`src/rtl/dac_i2c_pkg.sv`:
```
package dac_i2c_pkg;

  typedef enum logic [2:0] {
    ST_IDLE,
    ST_ADDR,
    ST_ADDR_ACK,
    ST_WR,
    ST_WR_ACK,
    ST_RD,
    ST_RD_ACK
  } bus_state_t;

  localparam logic [4:0] ADDR_UPPER  = 5'b00110;
  localparam int         FRAME_BYTES = 3;
  localparam int         RD_BYTES    = 4;

  localparam logic [3:0] CMD_WRITE  = 4'h1;
  localparam logic [3:0] CMD_LOAD   = 4'h2;
  localparam logic [3:0] CMD_WRLOAD = 4'h3;
  localparam logic [3:0] CMD_MODE   = 4'h4;

  function automatic logic [1:0] strap_low_bits(input logic [1:0] strap);
    case (strap)
      2'b00:   strap_low_bits = 2'b11;
      2'b10:   strap_low_bits = 2'b00;
      default: strap_low_bits = 2'b10;
    endcase
  endfunction

endpackage

```
`src/rtl/i2c_cond_det.sv`:
```
module i2c_cond_det #(
  parameter int SYNC_STAGES = 2
) (
  input  logic clk,
  input  logic rst_n,
  input  logic scl_i,
  input  logic sda_i,
  output logic sda_s_o,
  output logic scl_rise_o,
  output logic scl_fall_o,
  output logic start_o,
  output logic stop_o
);

  logic [SYNC_STAGES-1:0] scl_sh, sda_sh;
  logic scl_s, sda_s, scl_q, sda_q;
  logic start_seen;
  logic raw_stop;

  always_ff @(posedge clk) begin
    if (!rst_n) begin
      scl_sh <= '1;
      sda_sh <= '1;
      scl_q  <= 1'b1;
      sda_q  <= 1'b1;
    end else begin
      scl_sh <= {scl_sh[SYNC_STAGES-2:0], scl_i};
      sda_sh <= {sda_sh[SYNC_STAGES-2:0], sda_i};
      scl_q  <= scl_s;
      sda_q  <= sda_s;
    end
  end

  assign scl_s = scl_sh[SYNC_STAGES-1];
  assign sda_s = sda_sh[SYNC_STAGES-1];

  assign scl_rise_o = scl_s & ~scl_q;
  assign scl_fall_o = ~scl_s & scl_q;
  assign start_o    = scl_s & scl_q & sda_q & ~sda_s;
  assign raw_stop   = scl_s & scl_q & ~sda_q & sda_s;
  // a stop in the same high pulse as a start is swallowed
  assign stop_o     = raw_stop & ~start_seen;
  assign sda_s_o    = sda_s;

  always_ff @(posedge clk) begin
    if (!rst_n)          start_seen <= 1'b0;
    else if (start_o)    start_seen <= 1'b1;
    else if (scl_fall_o) start_seen <= 1'b0;
  end

endmodule

```
`src/rtl/i2c_target_engine.sv`:
```
module i2c_target_engine
  import dac_i2c_pkg::*;
#(
  parameter int NBYTES_RD = RD_BYTES,
  parameter int NBYTES_WR = FRAME_BYTES,
  localparam int RIDX_W   = (NBYTES_RD > 1) ? $clog2(NBYTES_RD) : 1,
  localparam int WIDX_W   = $clog2(NBYTES_WR + 1)
) (
  input  logic                   clk,
  input  logic                   rst_n,
  input  logic                   scl_rise,
  input  logic                   scl_fall,
  input  logic                   start_det,
  input  logic                   stop_det,
  input  logic                   sda_s,
  input  logic [6:0]             dev_addr,
  input  logic [NBYTES_RD*8-1:0] rd_word,
  output logic                   sda_oe_o,
  output logic                   rx_valid_o,
  output logic [WIDX_W-1:0]      rx_idx_o,
  output logic [7:0]             rx_data_o,
  output logic                   commit_o
);

  localparam logic [WIDX_W-1:0] WR_LAST = WIDX_W'(NBYTES_WR - 1);
  localparam logic [WIDX_W-1:0] WR_END  = WIDX_W'(NBYTES_WR);
  localparam logic [RIDX_W-1:0] RD_LAST = RIDX_W'(NBYTES_RD - 1);

  bus_state_t        state;
  logic [3:0]        bitcnt;
  logic [7:0]        shreg;
  logic [7:0]        tx;
  logic              rw;
  logic              mack;
  logic [WIDX_W-1:0] byte_idx;
  logic [RIDX_W-1:0] rd_idx;
  logic [RIDX_W-1:0] rd_nxt;
  logic [7:0]        rd_first;
  logic [7:0]        rd_next_byte;

  assign rd_nxt       = (rd_idx == RD_LAST) ? '0 : rd_idx + 1'b1;
  assign rd_first     = rd_word[7:0];
  assign rd_next_byte = rd_word[rd_nxt*8 +: 8];

  always_ff @(posedge clk) begin
    if (!rst_n) begin
      state      <= ST_IDLE;
      bitcnt     <= '0;
      shreg      <= '0;
      tx         <= '0;
      rw         <= 1'b0;
      mack       <= 1'b0;
      byte_idx   <= '0;
      rd_idx     <= '0;
      sda_oe_o   <= 1'b0;
      rx_valid_o <= 1'b0;
      commit_o   <= 1'b0;
    end else begin
      rx_valid_o <= 1'b0;
      commit_o   <= 1'b0;
      if (start_det) begin
        state    <= ST_ADDR;
        bitcnt   <= '0;
        byte_idx <= '0;
        sda_oe_o <= 1'b0;
      end else if (stop_det) begin
        state    <= ST_IDLE;
        sda_oe_o <= 1'b0;
      end else begin
        case (state)
          ST_ADDR: begin
            if (scl_rise && bitcnt != 4'd8) begin
              shreg  <= {shreg[6:0], sda_s};
              bitcnt <= bitcnt + 4'd1;
            end else if (scl_fall && bitcnt == 4'd8) begin
              if (shreg[7:1] == dev_addr) begin
                sda_oe_o <= 1'b1;
                rw       <= shreg[0];
                state    <= ST_ADDR_ACK;
              end else begin
                state <= ST_IDLE;
              end
            end
          end
          ST_ADDR_ACK: begin
            if (scl_fall) begin
              bitcnt <= '0;
              rd_idx <= '0;
              if (rw) begin
                tx       <= rd_first;
                sda_oe_o <= ~rd_first[7];
                state    <= ST_RD;
              end else begin
                sda_oe_o <= 1'b0;
                state    <= ST_WR;
              end
            end
          end
          ST_WR: begin
            if (scl_rise && bitcnt != 4'd8) begin
              shreg  <= {shreg[6:0], sda_s};
              bitcnt <= bitcnt + 4'd1;
            end else if (scl_fall && bitcnt == 4'd8) begin
              if (byte_idx != WR_END) begin
                sda_oe_o   <= 1'b1;
                rx_valid_o <= 1'b1;
                state      <= ST_WR_ACK;
              end else begin
                state <= ST_IDLE;
              end
            end
          end
          ST_WR_ACK: begin
            if (scl_fall) begin
              sda_oe_o <= 1'b0;
              bitcnt   <= '0;
              commit_o <= (byte_idx == WR_LAST);
              byte_idx <= byte_idx + 1'b1;
              state    <= ST_WR;
            end
          end
          ST_RD: begin
            if (scl_fall) begin
              if (bitcnt == 4'd7) begin
                sda_oe_o <= 1'b0;
                bitcnt   <= '0;
                state    <= ST_RD_ACK;
              end else begin
                tx       <= {tx[6:0], 1'b0};
                sda_oe_o <= ~tx[6];
                bitcnt   <= bitcnt + 4'd1;
              end
            end
          end
          ST_RD_ACK: begin
            if (scl_rise) mack <= ~sda_s;
            else if (scl_fall) begin
              if (mack) begin
                rd_idx   <= rd_nxt;
                tx       <= rd_next_byte;
                sda_oe_o <= ~rd_next_byte[7];
                state    <= ST_RD;
              end else begin
                state <= ST_IDLE;
              end
            end
          end
          default: ;
        endcase
      end
    end
  end

  assign rx_idx_o  = byte_idx;
  assign rx_data_o = shreg;

endmodule

```
`src/rtl/dac_regs.sv`:
```
module dac_regs
  import dac_i2c_pkg::*;
#(
  parameter int DATA_W = 12,
  parameter int IDX_W  = 2
) (
  input  logic              clk,
  input  logic              rst_n,
  input  logic              rx_valid,
  input  logic [IDX_W-1:0]  rx_idx,
  input  logic [7:0]        rx_data,
  input  logic              commit,
  input  logic              load_n_i,
  output logic [DATA_W-1:0] code_o,
  output logic [DATA_W-1:0] dac_o,
  output logic              mode_o,
  output logic              level_load_o
);

  localparam logic [IDX_W-1:0] IDX_LAST = IDX_W'(FRAME_BYTES - 1);

  logic [7:0]        stage [FRAME_BYTES];
  logic [15:0]       frame_val;
  logic [DATA_W-1:0] new_val;
  logic [3:0]        cmd;
  logic [1:0]        ld_sync;
  logic              unused_bits;

  always_ff @(posedge clk) begin
    if (!rst_n) begin
      for (int i = 0; i < FRAME_BYTES; i++) stage[i] <= '0;
    end else if (rx_valid && rx_idx <= IDX_LAST) begin
      stage[rx_idx] <= rx_data;
    end
  end

  assign frame_val   = {stage[1], stage[2]};
  assign new_val     = frame_val[15 -: DATA_W];
  assign cmd         = stage[0][7:4];
  assign unused_bits = ^{stage[0][3:0], frame_val[15-DATA_W:0]};

  always_ff @(posedge clk) begin
    if (!rst_n) ld_sync <= 2'b11;
    else        ld_sync <= {ld_sync[0], load_n_i};
  end

  assign level_load_o = mode_o & ~ld_sync[1];

  always_ff @(posedge clk) begin
    if (!rst_n) begin
      code_o <= '0;
      dac_o  <= '0;
      mode_o <= 1'b0;
    end else begin
      if (level_load_o) dac_o <= code_o;
      if (commit) begin
        case (cmd)
          CMD_WRITE:  code_o <= new_val;
          CMD_LOAD:   dac_o  <= code_o;
          CMD_WRLOAD: begin
            code_o <= new_val;
            dac_o  <= new_val;
          end
          CMD_MODE:   mode_o <= stage[1][7];
          default: ;
        endcase
      end
    end
  end

endmodule

```
`src/rtl/dac_i2c_target.sv`:
```
module dac_i2c_target
  import dac_i2c_pkg::*;
#(
  parameter int DATA_W      = 12,
  parameter int SYNC_STAGES = 2
) (
  input  logic              clk,
  input  logic              rst_n,
  input  logic              scl_i,
  input  logic              sda_i,
  output logic              sda_oe_o,
  input  logic [1:0]        strap_i,
  input  logic              load_n_i,
  output logic [DATA_W-1:0] code_o,
  output logic [DATA_W-1:0] dac_o,
  output logic              ldac_mode_o
);

  localparam int WIDX_W = $clog2(FRAME_BYTES + 1);

  logic              sda_s, scl_rise, scl_fall, start_det, stop_det;
  logic              rx_valid, commit, level_load;
  logic [WIDX_W-1:0] rx_idx;
  logic [7:0]        rx_data;
  logic [6:0]        dev_addr;
  logic [15:0]       code16, dac16;
  logic [RD_BYTES*8-1:0] rd_word;

  assign dev_addr = {ADDR_UPPER, strap_low_bits(strap_i)};
  assign code16   = {code_o, {(16-DATA_W){1'b0}}};
  assign dac16    = {dac_o, {(16-DATA_W){1'b0}}};
  assign rd_word  = {dac16[7:1], ldac_mode_o, dac16[15:8], code16[7:0], code16[15:8]};

  i2c_cond_det #(.SYNC_STAGES(SYNC_STAGES)) u_det (
    .clk        (clk),
    .rst_n      (rst_n),
    .scl_i      (scl_i),
    .sda_i      (sda_i),
    .sda_s_o    (sda_s),
    .scl_rise_o (scl_rise),
    .scl_fall_o (scl_fall),
    .start_o    (start_det),
    .stop_o     (stop_det)
  );

  i2c_target_engine #(.NBYTES_RD(RD_BYTES), .NBYTES_WR(FRAME_BYTES)) u_eng (
    .clk        (clk),
    .rst_n      (rst_n),
    .scl_rise   (scl_rise),
    .scl_fall   (scl_fall),
    .start_det  (start_det),
    .stop_det   (stop_det),
    .sda_s      (sda_s),
    .dev_addr   (dev_addr),
    .rd_word    (rd_word),
    .sda_oe_o   (sda_oe_o),
    .rx_valid_o (rx_valid),
    .rx_idx_o   (rx_idx),
    .rx_data_o  (rx_data),
    .commit_o   (commit)
  );

  dac_regs #(.DATA_W(DATA_W), .IDX_W(WIDX_W)) u_regs (
    .clk          (clk),
    .rst_n        (rst_n),
    .rx_valid     (rx_valid),
    .rx_idx       (rx_idx),
    .rx_data      (rx_data),
    .commit       (commit),
    .load_n_i     (load_n_i),
    .code_o       (code_o),
    .dac_o        (dac_o),
    .mode_o       (ldac_mode_o),
    .level_load_o (level_load)
  );

endmodule

```
`config.mk`:
```
export PLATFORM = sky130hd
export DESIGN_NAME = dac_i2c_target
export DESIGN_NICKNAME = d
export VERILOG_FILES = /design/src/rtl/dac_i2c_pkg.sv /design/src/rtl/i2c_cond_det.sv /design/src/rtl/i2c_target_engine.sv /design/src/rtl/dac_regs.sv /design/src/rtl/dac_i2c_target.sv
export SDC_FILE = /design/constraint.sdc
export NUM_CORES = 1
export LEC_CHECK = 0
export BUFFER_PORTS_ARGS = -buffer_cell sky130_fd_sc_hd__buf_2
export CORE_MARGIN = 1
export CORE_UTILIZATION = 30
export DETAILED_ROUTE_END_ITERATION = 7
export PLACE_DENSITY = 0.49
export SLEW_MARGIN = 40
export SYNTH_ARGS = -nofsm -noshare
export SYNTH_HDL_FRONTEND = slang
export SYNTH_HIERARCHICAL = 1
export SYNTH_SLANG_ARGS = --single-unit
export TNS_END_PERCENT = 5
```
`constraint.sdc`:
```
create_clock -name clk -period 2 [get_ports clk]
set_input_delay 0.4 -clock clk [delete_from_list [all_inputs] [get_ports clk]]
set_output_delay 0.4 -clock clk [all_outputs]
set_load 0.05 [all_outputs]
```
==> flow_metrics.py, run 1 <==
metrics = {
    "timing": {
        "skew_ns": 0.00555,
        "timing.fmax_mhz": 559,
        "fin_tns_setup_ns": 0,
        "period_share": 0.894,
        "min_period_ns": 1.79,
        "finalHoldViolations": 0,
        "worst_pin_slew_ns": 0.640,
        "setup_violations": 0,
        "drv_slew": 0,
        "rsz0062_at_grt": "false",
        "slew-limit-headroom": 0.571,
    },
    "final_layout": {
        "num_antenna_cells": 0,
        "mostFrequentLayoutCells": "dfxtp_1, nand2_1, mux2i_1",
        "area_delta_synth_final_pct": 17.0,
        "final_common_cell": "dfxtp_1",
        "final_nets": 506,
        "layout-drive-gt1-share": 0.198,
        "multi_input_area_mm2": 0.00236,
        "register_area_mm2": 0.00178,
        "final_area_mm2": 0.00501,
        "fin_util": 0.361,
        "layout.cells.non_filler": 679,
        "fill_cells": 1435,
    },
    "critical_path": {
        "critPathCapture": "u_eng/tx[6]",
        "reg2reg_depth": 4,
        "rrSetupSlack_ns": 0.21,
        "reg2reg_from": "u_eng/rd_idx[1]",
        "worstPathArrival_ns": 2.01,
        "crit_start": "u_eng/rd_idx[1]",
        "end_kind": "flip-flop",
        "crit_fanout": 5,
        "cp.required_ns": 2.22,
        "timing.rr.end": "u_eng/tx[6]",
        "worstSetupStartpointType": "flip-flop",
        "worst-setup-path-type": "reg2reg",
    },
    "die": {
        "die_w_um": 121,
        "initial_core_util": 0.308,
        "io_pins": 33,
        "rows": 43,
        "die_area_mm2": 0.0147,
        "die_y_um": 121,
        "core_area_mm2": 0.0139,
    },
    "global_route": {
        "grtUsageTotal": 0.154,
        "grt_max_degree": 18,
        "grt_pass1_vias": 3177,
        "gr-total-overflow": 0,
        "antenna_found_initial": 0,
        "grt_pass1_wl_um": 17000,
    },
    "placed_design": {
        "dp_hpwl_um": 7680,
        "gp_congestion": 0.855,
        "placed_cell_area_mm2": 0.00472,
        "io_buffers": 32,
        "dp_cells": 663,
    },
    "power": {
        "power_switching_uw": 765,
        "clockPowerShare": 0.461,
        "seq_power_share": 0.497,
        "sw_frac_of_total": 0.224,
        "internal_power_mw": 2.65,
        "pwr-share-comb": 0.042,
        "total_power_mw": 3.42,
        "powerDensity_mw_per_mm2": 683,
        "leakagePower_nw": 1.98,
        "ir_worst_vdd_mv": 0.417,
    },
    "cts": {
        "h-tree-depth": 3,
        "hold_buffers": 0,
        "clk_latency_ns": 0.34,
        "cts_sinks": 81,
        "cts_tree": "done",
        "clockBufferDepth": 2,
        "cts_setup_buffers": 0,
        "numCtsBuffers": 9,
        "clkTransAtPathRegs_ns": 0.06,
        "root_buffer": "clkbuf_16",
    },
    "logic_synthesis": {
        "syn_avg_cell_area_um2": 9.63,
        "netlist_area_mm2": 0.00428,
        "yosysWarnings": 6,
        "synth_cells": 444,
    },
    "drt": {
        "antenna_left": 0,
        "drtIter0Drc": 282,
        "vias_per_cell": 4.91,
        "wire_per_inst_um": 15.5,
        "drt_first_pass_iters": 5,
        "drc": 0,
        "drt-total-wl_um": 10500,
        "vias": 3334,
    },
    "worst_hold_path": {
        "hold_path_class": "in2reg",
    },
    "run": {
        "cap_violations": 0,
    },
    "outcome": {
        "run_status": "complete, no violations",
    },
}
-- critical path, cell delays in order, from the launching register on --
cell and delay, ns:
dfxtp_1 0.32, ha_1 0.43, mux4_2 0.54, a221oi_1 0.27, a21oi_1 0.10
-- sequential cells by signal, summed over array words and instances, names as in the netlist --
signal	cells
u_eng/bitcnt	4
u_eng/rx_idx_o	2
u_regs/ld_sync	2
u_eng/tx	7
u_eng/mack	1
u_eng/commit_o	1
u_det/scl_q	1
u_eng/state	3
u_eng/rd_idx	2
u_regs/code_o	12
u_det/start_seen	1
u_eng/rx_data_o	8
u_det/sda_q	1
u_eng/sda_oe_o	1
u_det/sda_sh	2
u_regs/stage	16
u_eng/rw	1
u_regs/mode_o	1
u_regs/dac_o	12
u_det/scl_sh	2
u_eng/rx_valid_o	1
-- worst min path at each step --
stage	from	endpoint	slack, ns	cells after the start
floorplan	u_det/scl_sh[0]	u_det/scl_sh[1]	0.39	1
CTS	sda_i	u_det/sda_sh[0]	0.22	2
finish	scl_i	u_det/scl_sh[0]	0.24	2
global route	scl_i	u_det/scl_sh[0]	0.23	2
detailed placement	u_det/scl_sh[0]	u_det/scl_sh[1]	0.40	1
global placement	u_det/scl_sh[0]	u_det/scl_sh[1]	0.39	1
-- stage by stage --
step	hold slack (ns)	setup slack, ns
6_report	0.236	0.212
5_1_grt	0.232	0.0587
4_1_cts	0.222	0.140
3_5_place_dp	0.397	0.151
3_3_place_gp	0.391	0.157
2_1_floorplan	0.386	0.238
-- metal layers --
metal / track usage / up-vias / wire length [um]
li1: - / 1672 / -
met1: 0.199 / 1570 / 5020
met2: 0.248 / 81 / 4860
met3: 0.0428 / 11 / 513
met4: 0.0455 / 0 / 109
met5: 0 / - / 0
-- final cells by class --
class,instances,share of cell area
Sequential cell,81,0.356
Clock buffer,12,0.0515
Clock inverter,4,0.00525
Timing Repair Buffer,53,0.0635
Inverter,11,0.00825
Multi-Input combinational cell,338,0.471
Tap cell,180,0.0450
-- power by group through the flow --
stage	logic, mW	registers [mW]	clock network, mW
after floorplan	0.0998	1.73	0
after global placement	0.141	1.74	0
after detailed placement	0.141	1.74	0
after CTS	0.142	1.70	1.64
after global routing	0.158	1.70	1.71
final	0.143	1.70	1.58
-- what timing repair did --
| action | 4_1_cts | 5_1_grt |
|---|---|---|
| setup endpoints to repair | 0 | 2 |
| hold endpoints to repair | 0 | 0 |
| resized for setup | 0 | 2 |
Note: power is estimated with default switching activity, not from simulation.
==> inputs of run 2 (changes only) <==
--- a/config.mk
+++ b/config.mk
@@ -6,9 +6,9 @@
 export NUM_CORES = 1
 export LEC_CHECK = 0
-export BUFFER_PORTS_ARGS = -buffer_cell sky130_fd_sc_hd__buf_2
 export CORE_MARGIN = 1
 export CORE_UTILIZATION = 30
 export DETAILED_ROUTE_END_ITERATION = 7
-export PLACE_DENSITY = 0.49
+export DONT_BUFFER_PORTS = 1
+export PLACE_DENSITY = 0.47
 export SLEW_MARGIN = 40
 export SYNTH_ARGS = -nofsm -noshare
==> constraint.sdc (replaced) <==
create_clock -name clk -period 2 [get_ports clk]
set_input_delay 0 -clock clk [delete_from_list [all_inputs] [get_ports clk]]
set_output_delay 0 -clock clk [all_outputs]
set_load 0.05 [all_outputs]
==> run 2 against run 1 <==
Compared with the run above: sequential cell count is the same; clock skew grew 0.0044 ns; clock-buffer cell count shrank 3; sequential power is essentially flat; register-to-register slack lost 0.10 ns; sequential share of layout area shrank 0.59 points.
==> flow_metrics.py, run 2 (synthesis results as in run 1) <==
metrics = {
    "timing": {
        "setup_violations": 0,
        "period_share": 0.945,
        "finalHoldViolations": 0,
        "slew-limit-headroom": 0.547,
        "rsz0062_at_grt": "false",
        "skew_ns": 0.00995,
        "timing.fmax_mhz": 529,
        "min_period_ns": 1.89,
        "worst_pin_slew_ns": 0.679,
        "fin_tns_setup_ns": 0,
        "fin_ws_ns": 0.110,
        "drv_slew": 0,
    },
    "cts": {
        "clkTransAtPathRegs_ns": 0.07,
        "cts_sinks": 81,
        "root_buffer": "clkbuf_16",
        "numCtsBuffers": 9,
        "clockBufferDepth": 2,
        "cts_setup_buffers": 0,
        "cts_tree": "done",
        "h-tree-depth": 3,
        "clk_latency_ns": 0.35,
    },
    "critical_path": {
        "reg2reg_from": "u_eng/rd_idx[1]",
        "worstPathArrival_ns": 2.12,
        "worstSetupStartpointType": "flip-flop",
        "reg2reg_depth": 4,
        "end_kind": "flip-flop",
        "rrSetupSlack_ns": 0.11,
        "crit_start": "u_eng/rd_idx[1]",
        "crit_fanout": 3,
        "worst-setup-path-type": "reg2reg",
        "timing.rr.end": "u_eng/tx[6]",
        "cp.required_ns": 2.23,
        "critPathCapture": "u_eng/tx[6]",
    },
    "drt": {
        "vias": 3294,
        "antenna_left": 0,
        "drt-total-wl_um": 10800,
        "vias_per_cell": 4.89,
        "wire_per_inst_um": 16.1,
        "drt_first_pass_iters": 4,
        "drtIter0Drc": 266,
        "drc": 0,
    },
    "placed_design": {
        "gp_congestion": 0.845,
        "pre_cts_ws_ns": 0.0710,
        "dp_cells": 651,
        "placed_cell_area_mm2": 0.00471,
        "dp_hpwl_um": 7700,
        "io_buffers": 0,
    },
    "worst_hold_path": {
        "hold_path_class": "in2reg",
    },
    "global_route": {
        "grt_pass1_vias": 3259,
        "grtUsageTotal": 0.161,
        "grt_max_degree": 36,
        "antenna_found_initial": 0,
        "grt_pass1_wl_um": 17700,
        "gr-total-overflow": 0,
    },
    "outcome": {
        "run_status": "complete, no violations",
    },
    "power": {
        "pwr-share-comb": 0.039,
        "internal_power_mw": 2.73,
        "leakagePower_nw": 1.97,
        "power_switching_uw": 856,
        "seq_power_share": 0.474,
        "ir_worst_vdd_mv": 0.411,
        "powerDensity_mw_per_mm2": 704,
        "sw_frac_of_total": 0.239,
        "clockPowerShare": 0.487,
    },
    "final_layout": {
        "area_delta_synth_final_pct": 19.1,
        "num_antenna_cells": 0,
        "regMostFlops": "u_regs/stage",
        "final_area_mm2": 0.00509,
        "largest_reg_flops": 16,
        "layout-drive-gt1-share": 0.185,
        "final_nets": 500,
        "final_common_cell": "dfxtp_1",
        "layout.cells.non_filler": 673,
        "largest_registers": "u_regs/stage: 16 flops, u_regs/code_o: 12 flops, u_regs/dac_o: 12 flops",
        "mostFrequentLayoutCells": "dfxtp_1, nand2_1, buf_4",
    },
    "die": {
        "core_area_mm2": 0.0139,
        "initial_core_util": 0.308,
        "die_w_um": 121,
        "io_pins": 33,
        "die_area_mm2": 0.0147,
        "die_y_um": 121,
        "rows": 43,
    },
    "run": {
        "cap_violations": 0,
    },
}
[run 2: final cells by class]
type | instances | area [um^2]
Inverter | 11 | 41.3
Fill cell | 1430 | 8790
Clock inverter | 7 | 85.1
Tap cell | 180 | 225
Sequential cell | 81 | 1780
Timing Repair Buffer | 47 | 378
Multi-Input combinational cell | 338 | 2360
Clock buffer | 9 | 225
[run 2: worst min-delay path by stage]
stage / from / to / depth (start not counted)
after floorplan: rst_n / u_det/scl_sh[1] / 1
after global placement: rst_n / u_det/sda_sh[1] / 1
after detailed placement: rst_n / u_det/scl_q / 1
after CTS: rst_n / u_regs/dac_o[3] / 3
after global routing: rst_n / u_regs/dac_o[0] / 3
final: rst_n / u_regs/dac_o[0] / 3
[run 2: through the flow]
stage	hold WS (ns)	power, mW	util
after global placement	0.0798	1.85	0.339
after detailed placement	0.0810	1.85	0.339
after floorplan	0.0730	1.83	-
final	0.0752	3.59	0.367
after global routing	0.0822	3.73	0.367
after CTS	0.0595	3.64	0.367
[run 2: power groups by stage]
stage / logic, mW / clock network, mW / registers, mW
after floorplan: 0.0998 / 0 / 1.73
final: 0.141 / 1.75 / 1.70
after global routing: 0.156 / 1.87 / 1.70
after global placement: 0.118 / 0 / 1.74
after detailed placement: 0.118 / 0 / 1.74
after CTS: 0.141 / 1.80 / 1.70
[run 2: metal layers]
| layer | track usage | part of all wire | vias to the layer above |
|---|---|---|---|
| met5 | 0 | 0 | - |
| met4 | 0.0440 | 0.011 | 0 |
| met3 | 0.0522 | 0.067 | 12 |
| met2 | 0.256 | 0.46 | 77 |
| met1 | 0.208 | 0.47 | 1537 |
| li1 | - | - | 1668 |
[run 2: what timing repair did]
item	4_1_cts	5_1_grt
hold buffers	6	0
gates resized for setup	0	3
setup endpoints to repair	0	5
endpoints found under the hold margin	54	0
[run 2: critical path, cell delays in order, from the launching register on]
cell	delay, ns
dfxtp_1	0.33
ha_1	0.38
mux4_2	0.55
a221oi_1	0.39
a21oi_1	0.12
==> inputs of run 3 (changes only) <==
Settings changed: SETUP_SLACK_MARGIN set to 0.5.
==> run 3 against run 2 <==
Compared with the run above: clock power shrank 3%; sequential cell count did not move; worst hold slack worse by 0.029 ns; critical path type unchanged; critical endpoint is now u_eng/state[0]; largest cell class unchanged.
==> flow_metrics.py, run 3 (synthesis results as in run 1) <==
metrics = {
    "final_layout": {
        "final_area_mm2": 0.00531,
        "mostFrequentLayoutCells": "dfxtp_1, nand2_1, buf_4",
        "final_common_cell": "dfxtp_1",
        "final_nets": 514,
        "largest_reg_flops": 16,
        "layout-drive-gt1-share": 0.254,
        "largest_registers": "u_regs/stage: 16 flops, u_regs/code_o: 12 flops, u_regs/dac_o: 12 flops",
        "num_antenna_cells": 0,
        "area_delta_synth_final_pct": 24.2,
        "regMostFlops": "u_regs/stage",
    },
    "drt": {
        "drt-total-wl_um": 11200,
        "highest_layer": "met4",
        "antenna_left": 0,
        "wl_met1_um": 5170,
        "drtIter0Drc": 335,
        "drc": 0,
        "vias_per_cell": 4.91,
        "wl_met2_um": 5110,
        "drt_first_pass_iters": 4,
        "vias": 3373,
        "wire_per_inst_um": 16.3,
        "met3_length_um": 697,
    },
    "critical_path": {
        "cp.required_ns": 2.23,
        "worst-path-buf-inv": 2,
        "worst-setup-path-type": "reg2reg",
        "crit_chain": "buf_4 > nand2b_1 > nor2_4 > buf_12 > o21bai_4 > o211a_1 > o31a_1",
        "worstSetupStartpointType": "flip-flop",
        "crit_start": "u_eng/state[2]",
        "critPathMaxStageDelay_ns": 0.37,
        "crit_family": "compound AO/OA/AOI/OAI gates",
        "slowest_stage": "dfxtp_2",
        "reg2reg_depth": 7,
        "end_kind": "flip-flop",
        "rrSetupSlack_ns": 0.29,
        "crit_fanout": 8,
        "reg2reg_from": "u_eng/state[2]",
        "worst-path-stages": 7,
        "worstPathArrival_ns": 1.95,
    },
    "global_route": {
        "grt_pass1_vias": 3256,
        "grt_pass1_wl_um": 17600,
        "grtUsageTotal": 0.160,
        "grt_max_degree": 29,
        "gr-total-overflow": 0,
        "antenna_found_initial": 0,
    },
    "cts": {
        "root_buffer": "clkbuf_16",
        "h-tree-depth": 3,
        "clk_latency_ns": 0.34,
        "clockBufferDepth": 2,
        "numCtsBuffers": 9,
        "cts_tree": "done",
        "clkTransAtPathRegs_ns": 0.07,
        "cts_sinks": 81,
    },
    "timing": {
        "timing.fmax_mhz": 583,
        "min_period_ns": 1.71,
        "slew-limit-headroom": 0.555,
        "drv_slew": 0,
        "worst_pin_slew_ns": 0.667,
        "period_share": 0.857,
        "finalHoldViolations": 0,
        "fin_ws_ns": 0.285,
        "skew_ns": 0.00835,
        "fin_tns_setup_ns": 0,
        "rsz0062_at_grt": "true",
        "setup_violations": 0,
    },
    "placed_design": {
        "pre_cts_ws_ns": 0.158,
        "dp_hpwl_um": 7710,
        "io_buffers": 0,
        "placed_cell_area_mm2": 0.00473,
        "gp_congestion": 0.861,
    },
    "die": {
        "initial_core_util": 0.308,
        "rows": 43,
        "die_w_um": 121,
        "die_area_mm2": 0.0147,
        "die_y_um": 121,
        "io_pins": 33,
        "core_area_mm2": 0.0139,
    },
    "power": {
        "powerDensity_mw_per_mm2": 668,
        "ir_worst_vdd_mv": 0.424,
        "leakagePower_nw": 2.06,
    },
    "outcome": {
        "run_status": "complete, no violations",
    },
    "worst_hold_path": {
        "hp-start": "rst_n",
        "hold_path_class": "in2reg",
        "hold_path_depth": 3,
    },
    "run": {
        "cap_violations": 0,
    },
}
-- run 3: final cells by class --
| cell class | count | area, um^2 |
|---|---|---|
| Timing Repair Buffer | 61 | 490 |
| Tap cell | 180 | 225 |
| Clock inverter | 7 | 77.6 |
| Sequential cell | 81 | 1800 |
| Multi-Input combinational cell | 338 | 2460 |
| Fill cell | 1376 | 8570 |
| Inverter | 11 | 41.3 |
| Clock buffer | 9 | 225 |
-- run 3: worst paths after layout --
check | to
max | u_eng/state[0]
min | u_regs/code_o[1]
max reg2reg | u_eng/state[0]
min reg2reg | u_det/sda_sh[1]
-- run 3: report_power, final --
part | total (mW) | switching (mW) | internal, mW
combinational | 0.153 | 0.0896 | 0.0632
clock | 1.70 | 0.718 | 0.983
sequential | 1.70 | 0.0164 | 1.68
total | 3.55 | 0.824 | 2.73
-- run 3: worst reg2reg max path, cell delays in order, from the launching register on --
cell and delay (ns):
dfxtp_2 0.37, buf_4 0.18, nand2b_1 0.23, nor2_4 0.16, buf_12 0.12, o21bai_4 0.06, o211a_1 0.21, o31a_1 0.27
-- run 3: metrics by stage --
step | instances | power (mW) | util | hold WS [ns]
after global placement | 649 | 1.85 | 0.341 | 0.0795
after detailed placement | 649 | 1.85 | 0.341 | 0.0798
after floorplan | 454 | 1.83 | - | 0.0730
final | 687 | 3.55 | 0.383 | 0.0466
after CTS | 680 | 3.60 | 0.375 | 0.0230
after global routing | 687 | 3.69 | 0.383 | 0.0509
-- run 3: what timing repair did --
item | in CTS | in global routing
setup endpoints to repair | 30 | 43
hold buffers | 6 | 0
setup buffers | 9 | 7
pin swaps | 4 | 5
gates resized for setup | 11 | 14
hold endpoints to repair | 54 | 0
cloned | 0 | 0
-- run 3: per-layer routing --
layer / GRT usage / vias to the layer above
li1: - / 1691
met1: 0.211 / 1582
met2: 0.249 / 85
met3: 0.0418 / 15
met4: 0.0602 / 0
met5: 0 / -
